<file path="src/rtl/rtmr_pkg.sv">
package rtmr_pkg;
  localparam int CNT_W  = 16;
  localparam int BYTE_W = 8;
  localparam int NCH    = 2;
  localparam int ADDR_W = 4;

  localparam logic [ADDR_W-1:0] A_CTRL = 4'd8;

  typedef struct packed {
    logic [CNT_W-1:0] value;
    logic             hit;
  } step_t;

  // One time-base step of a channel: decrement, or reload from zero.
  function automatic step_t count_step(input logic [CNT_W-1:0] cur,
                                       input logic [CNT_W-1:0] rld);
    step_t s;
    if (cur == '0) begin
      s.value = rld;
      s.hit   = 1'b0;
    end else begin
      s.value = cur - 1'b1;
      s.hit   = (cur == CNT_W'(1));
    end
    return s;
  endfunction
endpackage

</file>
<file path="src/rtl/rtmr_prescale.sv">
module rtmr_prescale #(
  parameter int DIV = 20
) (
  input  logic clk,
  input  logic rst,
  output logic tick
);
  localparam int PW = (DIV > 1) ? $clog2(DIV) : 1;
  localparam logic [PW-1:0] LAST = PW'(DIV - 1);

  logic [PW-1:0] pcnt_q;

  always_ff @(posedge clk) begin
    if (rst)                pcnt_q <= '0;
    else if (pcnt_q == LAST) pcnt_q <= '0;
    else                    pcnt_q <= pcnt_q + 1'b1;
  end

  assign tick = (pcnt_q == LAST);

  generate
    if (DIV > 1) begin : g_chk
      AST_TICK_SINGLE: assert property (@(posedge clk) disable iff (rst)
        tick |=> !tick);
    end
  endgenerate
endmodule

</file>
<file path="src/rtl/rtmr_channel.sv">
module rtmr_channel
  import rtmr_pkg::*;
(
  input  logic             clk,
  input  logic             rst,
  input  logic             tick,
  input  logic             run,
  input  logic             cnt_wr,
  input  logic             rld_wr,
  input  logic             clr_flag,
  input  logic [CNT_W-1:0] wr_val,
  output logic [CNT_W-1:0] cnt,
  output logic [CNT_W-1:0] rld,
  output logic             flag,
  output logic             zero_evt
);
  logic [CNT_W-1:0] cnt_q, rld_q;
  logic             flag_q;
  step_t            nxt;
  logic             step_en;

  assign nxt      = count_step(cnt_q, rld_q);
  assign step_en  = tick & run & ~cnt_wr;
  assign zero_evt = step_en & nxt.hit;

  always_ff @(posedge clk) begin
    if (rst) begin
      cnt_q  <= '0;
      rld_q  <= '0;
      flag_q <= 1'b0;
    end else begin
      if (cnt_wr)       cnt_q <= wr_val;
      else if (step_en) cnt_q <= nxt.value;
      if (rld_wr)       rld_q <= wr_val;
      if (zero_evt)     flag_q <= 1'b1;
      else if (clr_flag) flag_q <= 1'b0;
    end
  end

  assign cnt  = cnt_q;
  assign rld  = rld_q;
  assign flag = flag_q;

  AST_HOLD_WHEN_IDLE: assert property (@(posedge clk) disable iff (rst)
    (!(tick && run) && !cnt_wr) |=> $stable(cnt_q));
  AST_CNT_WRITE: assert property (@(posedge clk) disable iff (rst)
    cnt_wr |=> (cnt_q == $past(wr_val)));
  AST_RELOAD_FROM_ZERO: assert property (@(posedge clk) disable iff (rst)
    (tick && run && !cnt_wr && cnt_q == '0) |=> (cnt_q == $past(rld_q)));
endmodule

</file>
<file path="src/rtl/dual_reload_timer.sv">
module dual_reload_timer
  import rtmr_pkg::*;
#(
  parameter int DIV = 20
) (
  input  logic              clk,
  input  logic              rst,
  input  logic [ADDR_W-1:0] reg_addr,
  input  logic              reg_wr,
  input  logic              reg_rd,
  input  logic [BYTE_W-1:0] reg_wdata,
  output logic [BYTE_W-1:0] reg_rdata,
  output logic              reg_rvalid,
  output logic [NCH-1:0]    irq,
  input  logic              addr_hi_in,
  output logic              addr_hi_pin
);
  localparam int CTRL_W = 2 * NCH + 1;
  localparam int SEL_B  = 2 * NCH;

  logic                        tick;
  logic [NCH-1:0][CNT_W-1:0]   cnt_v, rld_v;
  logic [NCH-1:0]              flag_v, zero_v, cnt_wr_v, rld_wr_v, clr_v;
  logic [NCH-1:0]              arm_q;
  logic [CTRL_W-1:0]           ctrl_q;
  logic [BYTE_W-1:0]           wr_hold_q, rd_hold_q, rd_byte;
  logic [CNT_W-1:0]            rd_word;
  logic                        wave_q;

  logic is_ctrl, is_tim, ch, is_hi, is_rld;
  assign is_ctrl = (reg_addr == A_CTRL);
  assign is_tim  = ~reg_addr[3];
  assign ch      = reg_addr[2];
  assign is_rld  = reg_addr[1];
  assign is_hi   = reg_addr[0];

  rtmr_prescale #(.DIV(DIV)) u_pre (.clk(clk), .rst(rst), .tick(tick));

  generate
    for (genvar g = 0; g < NCH; g++) begin : g_ch
      assign cnt_wr_v[g] = reg_wr & is_tim & is_hi & ~is_rld & (ch == 1'(g));
      assign rld_wr_v[g] = reg_wr & is_tim & is_hi &  is_rld & (ch == 1'(g));
      assign clr_v[g]    = reg_rd & is_tim & ~is_hi & ~is_rld & (ch == 1'(g)) & arm_q[g];

      rtmr_channel u_ch (
        .clk(clk), .rst(rst), .tick(tick),
        .run(ctrl_q[g]),
        .cnt_wr(cnt_wr_v[g]), .rld_wr(rld_wr_v[g]), .clr_flag(clr_v[g]),
        .wr_val({reg_wdata, wr_hold_q}),
        .cnt(cnt_v[g]), .rld(rld_v[g]), .flag(flag_v[g]), .zero_evt(zero_v[g])
      );

      assign irq[g] = flag_v[g] & ctrl_q[NCH + g];

      AST_ZERO_SETS_FLAG: assert property (@(posedge clk) disable iff (rst)
        zero_v[g] |=> flag_v[g]);
      AST_FLAG_STICKY: assert property (@(posedge clk) disable iff (rst)
        (flag_v[g] && !(reg_rd && is_tim && !is_hi && !is_rld && ch == 1'(g)))
          |=> flag_v[g]);
    end
  endgenerate

  // Channel 1 square wave
  always_ff @(posedge clk) begin
    if (rst)            wave_q <= 1'b0;
    else if (zero_v[1]) wave_q <= ~wave_q;
  end

  AST_WAVE_ON_ZERO: assert property (@(posedge clk) disable iff (rst)
    !zero_v[1] |=> $stable(wave_q));

  assign addr_hi_pin = ctrl_q[SEL_B] ? wave_q : addr_hi_in;

  always_comb begin
    rd_word = is_rld ? rld_v[ch] : cnt_v[ch];
    rd_byte = '0;
    if (is_ctrl)     rd_byte = {flag_v[1], flag_v[0], 1'b0, ctrl_q};
    else if (is_tim) rd_byte = is_hi ? rd_hold_q : rd_word[BYTE_W-1:0];
  end

  always_ff @(posedge clk) begin
    if (rst) begin
      ctrl_q     <= '0;
      wr_hold_q  <= '0;
      rd_hold_q  <= '0;
      reg_rdata  <= '0;
      reg_rvalid <= 1'b0;
      arm_q      <= '0;
    end else begin
      reg_rvalid <= reg_rd;
      if (reg_rd) reg_rdata <= rd_byte;
      if (reg_wr && is_ctrl) ctrl_q <= reg_wdata[CTRL_W-1:0];
      if (reg_wr && is_tim && !is_hi) wr_hold_q <= reg_wdata;
      if (reg_rd && is_tim && !is_hi) rd_hold_q <= rd_word[CNT_W-1:BYTE_W];
      for (int i = 0; i < NCH; i++) begin
        if (reg_rd && is_ctrl) arm_q[i] <= flag_v[i];
        else if (clr_v[i])     arm_q[i] <= 1'b0;
      end
    end
  end

  AST_READ_RESPONDS: assert property (@(posedge clk) disable iff (rst)
    reg_rd |=> reg_rvalid);
endmodule

</file>
<file path="config.mk">
export PLATFORM = sky130hd
export DESIGN_NAME = dual_reload_timer
export DESIGN_NICKNAME = d
export VERILOG_FILES = /design/src/rtl/rtmr_pkg.sv /design/src/rtl/rtmr_prescale.sv /design/src/rtl/rtmr_channel.sv /design/src/rtl/dual_reload_timer.sv
export SDC_FILE = /design/constraint.sdc
export NUM_CORES = 1
export LEC_CHECK = 0
export BUFFER_PORTS_ARGS = -buffer_cell sky130_fd_sc_hd__buf_4
export CORE_MARGIN = 5
export CORE_UTILIZATION = 61
export DETAILED_ROUTE_END_ITERATION = 10
export PLACE_DENSITY = 0.79
export SLEW_MARGIN = 10
export SYNTH_ARGS = -nofsm -noshare
export SYNTH_HDL_FRONTEND = slang
export SYNTH_SLANG_ARGS = --single-unit
</file>
<file path="constraint.sdc">
create_clock -name clk -period 2.65 [get_ports clk]
set_clock_uncertainty 0.05 [all_clocks]
set_input_delay 0.265 -clock clk [delete_from_list [all_inputs] [get_ports clk]]
set_output_delay 0.265 -clock clk [all_outputs]
set_load 0.01 [all_outputs]
</file>
== After elaboration in Yosys (flattened, before gate mapping) ==
Cells that the tools add are included.

* Register bits after elaboration: 104
* Bits of input ports: 17
* Output and inout port bits: 12
* Logic and storage cells: 90

* $add $sub $neg: 3
* Magnitude comparators: 1
* Equality and inequality tests: 4
* Muxes and demuxes: 21
* Bitwise logic cells: 30
* Reduce and logical (&&, ||, !) cells: 16

{| class="wikitable"
|+ Operators by type and width
! cell !! number
|-
| 16-bit 2-to-1 mux || 9
|-
| 17-bit 2-to-1 mux || 2
|-
| 16-bit by 1-bit equality test with 1-bit output (second input constant) || 2
|-
| 16-bit logical NOT || 2
|-
| 16-bit by 1-bit subtractor with 16-bit output (second input constant) || 2
|-
| 8-bit 2-to-1 mux || 3
|-
| 1-bit bitwise AND || 23
|-
| 2-bit nonzero test || 6
|-
| 1-bit 2-to-1 mux || 7
|-
| 1-bit NOT || 7
|-
| 1-bit logical AND || 6
|-
| 5-bit by 1-bit adder with 5-bit output (second input constant) || 1
|-
| 5-bit equality test (second input constant) || 1
|-
| 4-bit equality test (second input constant) || 1
|-
| 1-bit by 2-bit less-than comparator with 1-bit output (second input constant) || 1
|-
| 2-bit OR reduction || 1
|-
| 1-bit logical NOT || 1
|}

== Logic depth before layout (Yosys ltp) ==
Gate-level depths: netlist (run 1).

* Depth in word-level cells: 9
* Mapped depth: 8
* Mapped depth without buffers: 7

== Cells and area by module ==
Synthesis (run 1) repeated with hierarchy kept, for this count alone.

* Cell total of the unflattened synthesis: 611
* Area, all modules: 5541.6 um^2

{| class="wikitable"
|+ By module, submodules not included
! module !! instances !! cells an instance !! area each (um^2)
|-
| dual_reload_timer || 1 || 202 || 1876.8
|-
| rtmr_channel (g_ch[1].u_ch) || 1 || 189 || 1731.7
|-
| rtmr_channel (g_ch[0].u_ch) || 1 || 198 || 1717.9
|-
| rtmr_prescale || 1 || 22 || 215.2
|}

== Worst setup path after synthesis (run 1) ==
No wires, ideal clock.

* Path type: flip-flop to flip-flop
* From: register g_ch[0].u_ch.cnt_q[0]
* To: register g_ch[0].u_ch.cnt_q[2]
* Setup time: 0.132 ns
* Data arrival time: 1.895 ns
* Required time: 2.468 ns
* Slack: 0.573 ns
* Stages on the path, launching flop included: 8
* Path buffers: 0
* Clock period less this slack: 2.077 ns
* Cell sequence: dfxtp_1 inv_1 ha_1 nor4b_1 nand4b_4 mux2_2 a221oi_1 nor3_1

* Word-level cells in the longest chain between the ends: 4

{| class="wikitable"
|+ RTL lines
! item !! line !! text
|-
| start: declaration || rtmr_channel.sv:17 || <nowiki>logic [CNT_W-1:0] cnt_q, rld_q;</nowiki>
|-
| start signal: assignment || rtmr_channel.sv:32 || <nowiki>if (cnt_wr) cnt_q <= wr_val;</nowiki>
|-
| start signal: assignment || rtmr_channel.sv:33 || <nowiki>else if (step_en) cnt_q <= nxt.value;</nowiki>
|-
| 16-bit by 1-bit subtractor with 16-bit output / 16-bit logical NOT (equally long branches) || rtmr_pkg.sv:22, rtmr_pkg.sv:18 ||
|-
| 17-bit 2-to-1 mux * || rtmr_pkg.sv:18 || <nowiki>if (cur == '0) begin</nowiki>
|-
| 16-bit 2-to-1 mux * || rtmr_channel.sv:33 ||
|-
| 16-bit 2-to-1 mux * || rtmr_channel.sv:32 ||
|}

Mark *: on every way between the ends. The rest lies on a longest branch, timed or not. The select of a mux whose other input is x is not followed.
A chain may end at the register's enable or synchronous reset.

== Worst setup path after layout (run 1) ==
* From: register g_ch[0].u_ch.cnt_q[0]
* To: register g_ch[0].u_ch.cnt_q[3]

The elaborated chain is that of the path after synthesis.

==> flow_metrics.env, run 1 <==
export IMPL_cts_made_buffers=9
export IMPL_antenna_found_initial=0
export IMPL_post_synth_net_total=690
export IMPL_yosys_register_bits=104
export IMPL_die_area_mm2=0.0112
export IMPL_cts_post_setup_buffers_inserted=0
export IMPL_routed_via_count=5507
export IMPL_power_ir_vdd_worst_mv=0.272
export IMPL_rsz_0062_raised_after_global_routing="false"
export IMPL_wire_per_inst_um=21.8
export IMPL_layout_min_cycle_time_ns=2.32
export IMPL_buffer_ports_inserted=28
export IMPL_groute_usage_overall_pct=31.2
export IMPL_finish_utilization_pct=66.9
export IMPL_core_area_mm2=0.00911
export IMPL_cts_num_sinks=104
export IMPL_route_antenna_remaining_nets=0
export IMPL_initial_core_util_pct=61.5
export IMPL_holdCritPathClass="input port to flip-flop"
export IMPL_path_class="flip-flop to flip-flop"
export IMPL_mostFrequentLayoutCell="sky130_fd_sc_hd__nand2_1"
export IMPL_number_of_synthesized_flops_with_an_enable_pin=0
export IMPL_worstHoldEndpoint="g_ch[0].u_ch.rld[15]"
export IMPL_startpoint_type="flip-flop"
export IMPL_tritoncts="yes"
export IMPL_detail_route_drc_violations=0
export IMPL_vias_per_cell=6.94
export IMPL_drt_pass1_iterations=6
export IMPL_finalSetupViolations=0
export IMPL_hold_path_cell_count=3
export IMPL_syn_to_final_growth_pct=8.82
export IMPL_die_width_um=106
export IMPL_place_gp_congestion=0.920
export IMPL_tightest_slew_ns=0.720
export IMPL_status="finished clean"
export IMPL_num_io_pins=29
export IMPL_rows=35
export IMPL_cts_root_buf="sky130_fd_sc_hd__clkbuf_8"
export IMPL_post_dp_hpwl_um=12200
export IMPL_globalRoute_totalOverflow=0
export IMPL_num_antenna_cells=0
export IMPL_slew_headroom_pct=51.8
export IMPL_clkLatencyLatePin_ns=0.37
export IMPL_leading_cell_types_in_the_layout_fill_and_taps_excluded="109 x sky130_fd_sc_hd__nand2_1, 104 x sky130_fd_sc_hd__dfxtp_1, 67 x sky130_fd_sc_hd__a21oi_1, 56 x sky130_fd_sc_hd__nor2_1, 50 x sky130_fd_sc_hd__buf_4"
export IMPL_grt_max_degree=47
export IMPL_fp_dieH_um=106
export IMPL_clock_path_buffers=2
export IMPL_final_layout_size_suffix_gt1_share_pct=15.7
export IMPL_drt_wl_total_um=17300
export IMPL_tns_ns=0
export IMPL_yosysWarnings=0
export IMPL_worst_setup_path_end_kind="flip-flop"
export IMPL_hp_start="reg_wdata[7]"
export IMPL_synth_cell_type_count=62
export IMPL_timing_max_cap_violations=0
export IMPL_r2r_start="g_ch[0].u_ch.cnt[0]"
export IMPL_hold_viol=0
export IMPL_critical_path_max_fanout=18
export IMPL_synth_cell_area_mm2=0.00560
export IMPL_cts_clk_slew_worst_paths_ns=0.11
export IMPL_cts_hold_repair_buffers=0
export IMPL_r2r_slack_ns=0.33
export IMPL_power_leakage_nw=2.18
export IMPL_r2r_end="g_ch[0].u_ch.cnt[3]"
export IMPL_clock_tree_htree_level_count=3
export IMPL_cp_required_ns=2.88
export IMPL_netlist_instances=666
export IMPL_finalCritPeriodShare_pct=87.4
export IMPL_grt_first_pass_wirelength_um=27600
export IMPL_crit_arrival_ns=2.54
export IMPL_first_global_vias=5070
export IMPL_final_max_slew_viol_count=0
export IMPL_length_in_cells_of_the_worst_reg_to_reg_path=8
export IMPL_drt_iter0_markers=657
export IMPL_ys_seq_area_share_pct=37.2
export IMPL_p_per_area_mw_per_mm2=481
export IMPL_synth_main_ff_cell="sky130_fd_sc_hd__dfxtp_1"
export IMPL_max_clock_freq_ghz=0.432
export IMPL_syn_area_per_cell_um2=8.41
export IMPL_asyncSetResetFlopFracSynth_pct=0
export IMPL_fin_nets=701
-- what timing repair did --
action                                  in CTS  in global routing
endpoints found under the hold margin        0                  0
resized for setup                            0                  1
endpoints found under the setup margin       0                  3
-- worst max-delay path, cell delays in order, from the launching register on --
cell and delay, ns:
sky130_fd_sc_hd__dfxtp_1 0.40, sky130_fd_sc_hd__inv_1 0.13, sky130_fd_sc_hd__ha_1 0.24, sky130_fd_sc_hd__nor4b_2 0.38, sky130_fd_sc_hd__nand4b_4 0.20, sky130_fd_sc_hd__buf_4 0.26
sky130_fd_sc_hd__mux2i_1 0.17, sky130_fd_sc_hd__nand2_1 0.09, sky130_fd_sc_hd__a311oi_1 0.30
-- routing by layer --
metal | global-route usage, % | vias to the layer above | part of all wire [%]
met5 | 0 | - | 0
met4 | 9.16 | 0 | 3.2
met3 | 6.31 | 62 | 11
met2 | 48.3 | 348 | 45
met1 | 44.1 | 2627 | 40
li1 | - | 2470 | -
-- worst max path at each step --
stage | startpoint | endpoint | slack [ns]
after floorplan | g_ch[0].u_ch.cnt[0] | g_ch[0].u_ch.cnt[2] | 0.57
after global placement | g_ch[0].u_ch.cnt[0] | g_ch[0].u_ch.cnt[8] | 0.36
after detailed placement | g_ch[0].u_ch.cnt[0] | g_ch[0].u_ch.cnt[3] | 0.23
after CTS | g_ch[0].u_ch.cnt[0] | g_ch[0].u_ch.cnt[3] | 0.21
after global routing | g_ch[0].u_ch.cnt[1] | g_ch[0].u_ch.cnt[3] | 0.22
final | g_ch[0].u_ch.cnt[0] | g_ch[0].u_ch.cnt[3] | 0.33
-- cells by family (layout without fill, tap and decap cells) --
family / Yosys count / after routing / share of synthesized area [%]
flip-flops: 104 / 104 / 37.2
XOR/XNOR: 10 / 10 / 1.56
adder cells (fa/ha/maj): 7 / 7 / 1.56
AND/OR/NAND/NOR: 279 / 279 / 25.2
buffers and inverters: 63 / 79 / 4.62
multiplexers: 44 / 44 / 11.7
AO/OA/AOI/OAI: 159 / 159 / 18.2
-- cell type report --
class                      count  area [um2]
clock buffer                   9         124
clock inverter                 7        55.1
fill                         763        3010
inverter                      13        48.8
multi-input combinational    499        3270
sequential                   104        2080
tap                          111         139
timing repair buffer          50         375
-- state kept, by name, summed over array words and instances (netlist names) --
| register | count |
|---|---|
| arm_q | 2 |
| ctrl_q | 5 |
| g_ch.u_ch.cnt | 32 |
| g_ch.u_ch.flag | 2 |
| g_ch.u_ch.rld | 32 |
| rd_hold_q | 8 |
| reg_rdata | 8 |
| reg_rvalid | 1 |
| u_pre.pcnt_q | 5 |
| wave_q | 1 |
| wr_hold_q | 8 |
-- synth_stat cells, types with 3 or more instances --
cell | number | area, um2
sky130_fd_sc_hd__mux2_2 | 12 | 135
sky130_fd_sc_hd__nor3b_1 | 6 | 45.0
sky130_fd_sc_hd__inv_1 | 13 | 48.8
sky130_fd_sc_hd__and3_1 | 3 | 18.8
sky130_fd_sc_hd__a211oi_1 | 7 | 52.6
sky130_fd_sc_hd__a22oi_1 | 16 | 120
sky130_fd_sc_hd__or4_1 | 6 | 45.0
sky130_fd_sc_hd__a222oi_1 | 7 | 70.1
sky130_fd_sc_hd__mux4_2 | 16 | 360
sky130_fd_sc_hd__o21ai_1 | 13 | 65.1
sky130_fd_sc_hd__or3_1 | 9 | 56.3
sky130_fd_sc_hd__o221ai_1 | 3 | 26.3
sky130_fd_sc_hd__mux2i_1 | 16 | 160
sky130_fd_sc_hd__a221oi_1 | 3 | 26.3
sky130_fd_sc_hd__and2_1 | 4 | 25.0
sky130_fd_sc_hd__buf_1 | 4 | 15.0
sky130_fd_sc_hd__and4_1 | 3 | 26.3
sky130_fd_sc_hd__xor2_1 | 5 | 43.8
sky130_fd_sc_hd__a2bb2oi_1 | 4 | 35.0
sky130_fd_sc_hd__nor3_1 | 22 | 110
sky130_fd_sc_hd__nor2_1 | 56 | 210
sky130_fd_sc_hd__ha_1 | 7 | 87.6
sky130_fd_sc_hd__nor4_1 | 13 | 81.3
sky130_fd_sc_hd__dfxtp_1 | 104 | 2080
sky130_fd_sc_hd__nand2_1 | 109 | 409
sky130_fd_sc_hd__o41ai_1 | 6 | 52.6
sky130_fd_sc_hd__o211ai_1 | 9 | 67.6
sky130_fd_sc_hd__nor2b_1 | 4 | 25.0
sky130_fd_sc_hd__or4_4 | 3 | 33.8
sky130_fd_sc_hd__o2111ai_1 | 4 | 35.0
sky130_fd_sc_hd__o21ai_0 | 7 | 35.0
sky130_fd_sc_hd__nand3_1 | 17 | 85.1
sky130_fd_sc_hd__clkbuf_1 | 38 | 143
sky130_fd_sc_hd__o22ai_1 | 6 | 37.5
sky130_fd_sc_hd__a21oi_1 | 67 | 335
sky130_fd_sc_hd__xnor2_1 | 5 | 43.8
sky130_fd_sc_hd__nand4_1 | 4 | 25.0
sky130_fd_sc_hd__buf_2 | 6 | 30.0
-- power breakdown --
group / internal, mW / leakage (nW) / switching, mW
clock: 0.350 / 0.0862 / 0.586
combinational: 0.152 / 1.25 / 0.231
sequential: 1.58 / 0.840 / 0.0322
total: 2.08 / 2.18 / 0.849
-- stage by stage --
step	power, mW	hold WS, ns	instance area (um2)	instances	setup WS (ns)
after floorplan	1.90	0.330	5600	666	0.573
after global placement	2.01	0.390	5910	777	0.363
after detailed placement	2.02	0.400	5910	777	0.229
after CTS	2.93	0.126	6090	793	0.207
after global routing	3.04	0.135	6100	793	0.222
final	2.93	0.133	6100	793	0.334
(Power assumes the default switching activity.)
==> run 2, diff against run 1 <==
--- a/config.mk
+++ b/config.mk
@@ -9,7 +9,7 @@
 export CORE_MARGIN = 5
 export CORE_UTILIZATION = 61
 export DETAILED_ROUTE_END_ITERATION = 10
-export PLACE_DENSITY = 0.79
+export PLACE_DENSITY = 0.82
 export SLEW_MARGIN = 10
 export SYNTH_ARGS = -nofsm -noshare
 export SYNTH_HDL_FRONTEND = slang
==> run 2 against run 1 <==
  * Utilization fell by 0.11 points
  * Combinational power fell by 1%
  * Register-to-register slack got worse by 0.03 ns
  * Critical path depth did not move
  * Global-route usage fell by 0.35 points
  * Non-clock buffer count fell by 3
==> flow_metrics.env, run 2 (synthesis gave the netlist of run 1 again) <==
export IMPL_clock_path_buffers=2
export IMPL_fin_nets=698
export IMPL_path_class="flip-flop to flip-flop"
export IMPL_timing_hold_ws_ns=0.127
export IMPL_critical_path_max_fanout=14
export IMPL_clkLatencyLatePin_ns=0.38
export IMPL_final_layout_size_suffix_gt1_share_pct=15.0
export IMPL_post_dp_hpwl_um=12500
export IMPL_cts_hold_repair_buffers=0
export IMPL_wire_per_inst_um=21.8
export IMPL_cp_startpoint="g_ch[0].u_ch.cnt[0]"
export IMPL_totalPowerFinal_mw=2.98
export IMPL_cts_resized=0
export IMPL_dpl_cell_area_mm2=0.00590
export IMPL_first_global_vias=5065
export IMPL_place_gp_congestion=0.966
export IMPL_finalCritPeriodShare_pct=88.4
export IMPL_worst_setup_path_end_kind="flip-flop"
export IMPL_rows=35
export IMPL_antenna_found_initial=0
export IMPL_max_clock_freq_ghz=0.427
export IMPL_fp_dieH_um=106
export IMPL_die_area_mm2=0.0112
export IMPL_grt_max_degree=58
export IMPL_fin_area_mm2=0.00609
export IMPL_finalSetupViolations=0
export IMPL_cts_clk_slew_worst_paths_ns=0.12
export IMPL_tightest_slew_ns=0.801
export IMPL_slew_headroom_pct=46.1
export IMPL_cts_made_buffers=9
export IMPL_syn_to_final_growth_pct=8.64
export IMPL_hold_viol=0
export IMPL_crit_arrival_ns=2.53
export IMPL_detail_route_drc_violations=0
export IMPL_vias_per_cell=6.84
export IMPL_holdCritPathClass="input port to flip-flop"
export IMPL_tns_ns=0
export IMPL_tritoncts="yes"
export IMPL_rsz_0062_raised_after_global_routing="false"
export IMPL_globalRoute_totalOverflow=0
export IMPL_power_leakage_nw=2.17
export IMPL_r2r_start="g_ch[0].u_ch.cnt[0]"
export IMPL_mostFrequentLayoutCell="sky130_fd_sc_hd__nand2_1"
export IMPL_num_antenna_cells=0
export IMPL_p_per_area_mw_per_mm2=489
export IMPL_initial_core_util_pct=61.5
export IMPL_numPlacedInstances=774
export IMPL_groute_usage_overall_pct=30.8
export IMPL_drt_iter0_markers=609
export IMPL_startpoint_type="flip-flop"
export IMPL_layout_min_cycle_time_ns=2.34
export IMPL_num_io_pins=29
export IMPL_cts_post_setup_buffers_inserted=0
export IMPL_status="finished clean"
export IMPL_cts_num_sinks=104
export IMPL_drt_wl_total_um=17200
export IMPL_leading_cell_types_in_the_layout_fill_and_taps_excluded="109 x sky130_fd_sc_hd__nand2_1, 104 x sky130_fd_sc_hd__dfxtp_1, 67 x sky130_fd_sc_hd__a21oi_1, 56 x sky130_fd_sc_hd__nor2_1, 46 x sky130_fd_sc_hd__buf_4"
export IMPL_route_antenna_remaining_nets=0
export IMPL_clock_tree_htree_level_count=3
export IMPL_cp_required_ns=2.84
export IMPL_hp_start="reg_wdata[7]"
export IMPL_final_max_slew_viol_count=0
export IMPL_grt_first_pass_wirelength_um=27400
export IMPL_drt_pass1_iterations=6
export IMPL_routed_via_count=5403
export IMPL_final_cell_count_no_fill=790
export IMPL_buffer_ports_inserted=28
export IMPL_timing_max_cap_violations=0
export IMPL_core_area_mm2=0.00911
export IMPL_cts_root_buf="sky130_fd_sc_hd__clkbuf_8"
export IMPL_power_ir_vdd_worst_mv=0.391
export IMPL_die_width_um=106
==> run 2: cell count changes in the layout (fill, tap and decap cells not counted), sizes merged <==
cell      delta
inv          +2
clkbuf       +1
clkinv       -1
buf          -3
clkinvlp     -2
==> run 2: path summary, 6_finish.rpt <==
check                    endpoint  slack (ns)  depth (start not counted)
min          g_ch[1].u_ch.rld[15]        0.13                          3
min reg2reg          rd_hold_q[3]        0.42                          2
max reg2reg   g_ch[0].u_ch.cnt[6]        0.31                          8
max           g_ch[0].u_ch.cnt[6]        0.31                          8
==> run 2: power breakdown <==
part | leakage (nW) | total, mW | switching, mW | internal, mW
combinational | 1.24 | 0.379 | 0.230 | 0.149
clock | 0.0953 | 0.980 | 0.613 | 0.367
sequential | 0.840 | 1.62 | 0.0326 | 1.58
==> run 2: metal layers <==
metal / global-route usage [%] / vias up / share of wire, %
met3: 6.37 / 41 / 11
met5: 0 / - / 0
li1: - / 2463 / -
met4: 10.2 / 0 / 2.6
met2: 49.8 / 333 / 46
met1: 41.3 / 2566 / 40
==> run 2: critical path, stage by stage (launching register included) <==
cell and delay, ns:
sky130_fd_sc_hd__dfxtp_1 0.39, sky130_fd_sc_hd__inv_1 0.13, sky130_fd_sc_hd__ha_1 0.25, sky130_fd_sc_hd__nor4b_1 0.49, sky130_fd_sc_hd__nand4b_4 0.17, sky130_fd_sc_hd__buf_4 0.23
sky130_fd_sc_hd__or3_1 0.31, sky130_fd_sc_hd__o2111ai_1 0.10, sky130_fd_sc_hd__a21oi_1 0.09
==> run 2: area by class of cell <==
cell class,count,area [um2]
clock buffers,10,128
clock inverters,6,57.6
fillers,774,3020
inverters,13,48.8
multi-input cells,499,3270
flip-flops and latches,104,2080
well taps,111,139
repair buffers,47,365
==> run 2: through the flow <==
step,worst slack (ns),utilization [%]
4_1_cts,0.320,66.8
5_1_grt,0.189,66.8
3_5_place_dp,0.335,64.8
6_report,0.308,66.8
3_3_place_gp,0.491,64.8
2_1_floorplan,0.573,-
==> run 3, diff against run 2 <==
--- a/config.mk
+++ b/config.mk
@@ -9,8 +9,9 @@
 export CORE_MARGIN = 5
 export CORE_UTILIZATION = 61
 export DETAILED_ROUTE_END_ITERATION = 10
-export PLACE_DENSITY = 0.82
+export PLACE_DENSITY = 0.83
 export SLEW_MARGIN = 10
 export SYNTH_ARGS = -nofsm -noshare
 export SYNTH_HDL_FRONTEND = slang
+export SYNTH_HIERARCHICAL = 1
 export SYNTH_SLANG_ARGS = --single-unit
==> run 3 against run 2 <==
  * Non-clock buffer count decreased by 4
  * Setup slack worse by 0.029 ns
  * Synthesized area is 1.1% lower
  * Combinational power shrank 18%
  * Clock-buffer cell count did not move
  * Utilization grew 1.7 points
  * Flip-flop and latch count stayed put
  * Register-to-register slack worse by 0.03 ns
  * Via count down 6.2%
  * Power rose by 3.2%
  * Synthesized cell count shrank 8.3%
  * Critical path type unchanged
  * First-iteration DRC count shrank 14%
==> flow_metrics.env, run 3 <==
export IMPL_status="finished clean"
export IMPL_power_leakage_nw=2.07
export IMPL_fp_dieH_um=105
export IMPL_r2r_start="g_ch[0].u_ch/cnt[1]"
export IMPL_length_in_cells_of_the_worst_reg_to_reg_path=6
export IMPL_netlist_instances=611
export IMPL_max_clock_freq_ghz=0.422
export IMPL_totalPowerFinal_mw=3.07
export IMPL_worst_setup_path_end_kind="flip-flop"
export IMPL_number_of_synthesized_flops_with_an_enable_pin=0
export IMPL_first_global_vias=4757
export IMPL_asyncSetResetFlopFracSynth_pct=0
export IMPL_grt_first_pass_wirelength_um=25600
export IMPL_hold_path_cell_count=3
export IMPL_mostFrequentLayoutCell="sky130_fd_sc_hd__dfxtp_1"
export IMPL_fin_nets=642
export IMPL_finalSetupViolations=0
export IMPL_r2r_slack_ns=0.28
export IMPL_core_area_mm2=0.00881
export IMPL_antenna_found_initial=0
export IMPL_critical_path_max_fanout=23
export IMPL_num_antenna_cells=0
export IMPL_cts_num_sinks=104
export IMPL_p_clk_share_pct=37.5
export IMPL_cp_slowest_cell="sky130_fd_sc_hd__nor4b_1"
export IMPL_finish_utilization_pct=68.5
export IMPL_tightest_slew_ns=0.838
export IMPL_cellInternalPower_mw=2.27
export IMPL_synth_cell_area_mm2=0.00554
export IMPL_top_signal_layer_used="met4"
export IMPL_p_per_area_mw_per_mm2=509
export IMPL_ys_seq_area_share_pct=37.6
export IMPL_power_ir_vdd_worst_mv=0.342
export IMPL_layout_min_cycle_time_ns=2.37
export IMPL_yosysWarnings=6
export IMPL_startpoint_type="flip-flop"
export IMPL_detail_route_drc_violations=0
export IMPL_slew_headroom_pct=43.4
export IMPL_syn_area_per_cell_um2=9.07
export IMPL_most_frequent_cells_after_synthesis="104 x sky130_fd_sc_hd__dfxtp_1, 68 x sky130_fd_sc_hd__nor2_1, 46 x sky130_fd_sc_hd__mux2i_1"
export IMPL_globalRoute_totalOverflow=0
export IMPL_final_max_slew_viol_count=0
export IMPL_grt_max_degree=73
export IMPL_groute_usage_overall_pct=28.9
export IMPL_power_switching_mw=0.799
export IMPL_timing_hold_ws_ns=0.157
export IMPL_synth_area_top_cells="sky130_fd_sc_hd__dfxtp_1 38%, sky130_fd_sc_hd__mux2i_1 8.3%, sky130_fd_sc_hd__nor2_1 4.6%, sky130_fd_sc_hd__a22oi_1 4.3%, sky130_fd_sc_hd__o22ai_1 4.0%"
export IMPL_cts_made_buffers=9
export IMPL_comb_power_share_pct=10.1
export IMPL_leading_cell_types_in_the_layout_fill_and_taps_excluded="104 x sky130_fd_sc_hd__dfxtp_1, 68 x sky130_fd_sc_hd__nor2_1, 46 x sky130_fd_sc_hd__mux2i_1, 43 x sky130_fd_sc_hd__buf_4, 39 x sky130_fd_sc_hd__nand2_1"
export IMPL_cts_hold_repair_buffers=0
export IMPL_clock_tree_htree_level_count=3
export IMPL_r2r_end="g_ch[0].u_ch/cnt[5]"
export IMPL_die_area_mm2=0.0111
export IMPL_critical_path_max_stage_delay_ns=0.69
export IMPL_routed_via_count=5069
export IMPL_die_width_um=105
export IMPL_drt_wl_total_um=16200
export IMPL_rsz_0062_raised_after_global_routing="false"
export IMPL_hold_viol=0
export IMPL_crit_arrival_ns=2.55
export IMPL_post_synth_net_total=635
export IMPL_final_layout_size_suffix_gt1_share_pct=17.3
export IMPL_post_dp_hpwl_um=11100
export IMPL_tritoncts="yes"
export IMPL_finalCritPeriodShare_pct=89.5
export IMPL_holdCritPathClass="input port to flip-flop"
export IMPL_cp_cell_sequence="inv_1 -> ha_1 -> nor4b_1 -> nand4_4 -> o21ai_0 -> o22ai_1"
export IMPL_yosys_register_bits=104
export IMPL_hp_start="reg_wdata[6]"
export IMPL_worstHoldEndpoint="g_ch[0].u_ch/rld[14]"
export IMPL_drt_pass1_iterations=5
export IMPL_drt_iter0_markers=525
export IMPL_seq_power_share_pct=52.4
export IMPL_routed_wire_length_on_met2_um=7280
export IMPL_cp_required_ns=2.83
export IMPL_syn_to_final_growth_pct=8.92
export IMPL_timing_max_cap_violations=0
export IMPL_clock_path_buffers=2
export IMPL_area_share_of_the_leading_cell_type_in_the_synthesized_netlist_pct=37.6
export IMPL_cts_clk_slew_worst_paths_ns=0.10
export IMPL_clkLatencyLatePin_ns=0.37
export IMPL_initial_core_util_pct=62.9
export IMPL_m1WireLength_um=6280
export IMPL_place_gp_congestion=0.994
export IMPL_cts_root_buf="sky130_fd_sc_hd__clkbuf_8"
export IMPL_synth_cell_type_count=73
export IMPL_num_io_pins=29
export IMPL_synth_top_cell_by_area="sky130_fd_sc_hd__dfxtp_1"
export IMPL_rows=34
export IMPL_path_class="flip-flop to flip-flop"
export IMPL_tns_ns=0
export IMPL_synth_main_ff_cell="sky130_fd_sc_hd__dfxtp_1"
export IMPL_power_switching_share_pct=26.0
export IMPL_synthMostInstantiatedCell="sky130_fd_sc_hd__dfxtp_1"
export IMPL_wl_met3_um=1770
export IMPL_buffer_ports_inserted=28
export IMPL_route_antenna_remaining_nets=0
export IMPL_wire_per_inst_um=22.2
export IMPL_filler_cell_count=701
export IMPL_vias_per_cell=6.93
## run 3: logic make-up after synthesis
group	count (synthesis)	synth area share [%]
AOI/OAI and AO/OA	159	19.2
xor gates and xnor gates	21	3.32
adders and majority gates	7	1.58
buffers and inverters	61	5.06
DFF	104	37.6
muxes	63	13.4
and+or+nand+nor	196	19.8
## run 3: worst max-delay path by stage
| stage | start | endpoint | slack [ns] | cells past startpoint |
|---|---|---|---|---|
| global route | g_ch[0].u_ch/cnt[1] | g_ch[0].u_ch/cnt[5] | 0.11 | 6 |
| floorplan | reg_addr[0] | g_ch[1].u_ch/rld[10] | 0.24 | 8 |
| detailed placement | u_pre/pcnt_q[0] | g_ch[0].u_ch/cnt[5] | 0.15 | 6 |
| finish | g_ch[0].u_ch/cnt[1] | g_ch[0].u_ch/cnt[5] | 0.28 | 6 |
| global placement | u_pre/pcnt_q[0] | g_ch[0].u_ch/cnt[8] | 0.25 | 6 |
| CTS | u_pre/pcnt_q[0] | g_ch[0].u_ch/cnt[5] | 0.1 | 6 |
## run 3: critical path: cells and delay by family, from the launching register on
family          cells  cell delay, ns
fa+ha+maj           1            0.17
buf+inv             1            0.12
simple gates        2            1.08
flops               1            0.38
compound gates      2            0.42
## run 3: timing repair
item,CTS,global route
gates resized for setup,0,2
endpoints found under the setup margin,0,12
setup buffers,0,0
## run 3: layout make-up
class,count,area [um2],share of cell area (%)
multi-input combinational,446,3210,53.2
tap,108,135,2.24
clock buffer,10,138,2.28
inverter,14,52.6,0.871
clock inverter,6,97.6,1.62
sequential,104,2080,34.5
timing repair buffer,43,323,5.35
## run 3: metrics by stage
step | cell area [um2] | worst slack [ns] | instances
floorplan | 5540 | 0.240 | 611
global placement | 5790 | 0.250 | 715
detailed placement | 5790 | 0.154 | 715
CTS | 6020 | 0.0996 | 731
global route | 6040 | 0.108 | 731
finish | 6040 | 0.278 | 731
## run 3: power by group through the flow
stage | clock (mW) | combinational (mW) | sequential (mW)
after global placement | 0 | 0.292 | 1.64
final | 1.15 | 0.311 | 1.61
after global routing | 1.21 | 0.333 | 1.61
after detailed placement | 0 | 0.301 | 1.64
after CTS | 1.16 | 0.302 | 1.61
after floorplan | 0 | 0.206 | 1.64
## run 3: routing by layer
layer | vias to the layer above | global-route usage, %
li1 | 2277 | -
met1 | 2389 | 38.4
met2 | 335 | 44.0
met3 | 68 | 5.87
met4 | 0 | 15.8
met5 | - | 0
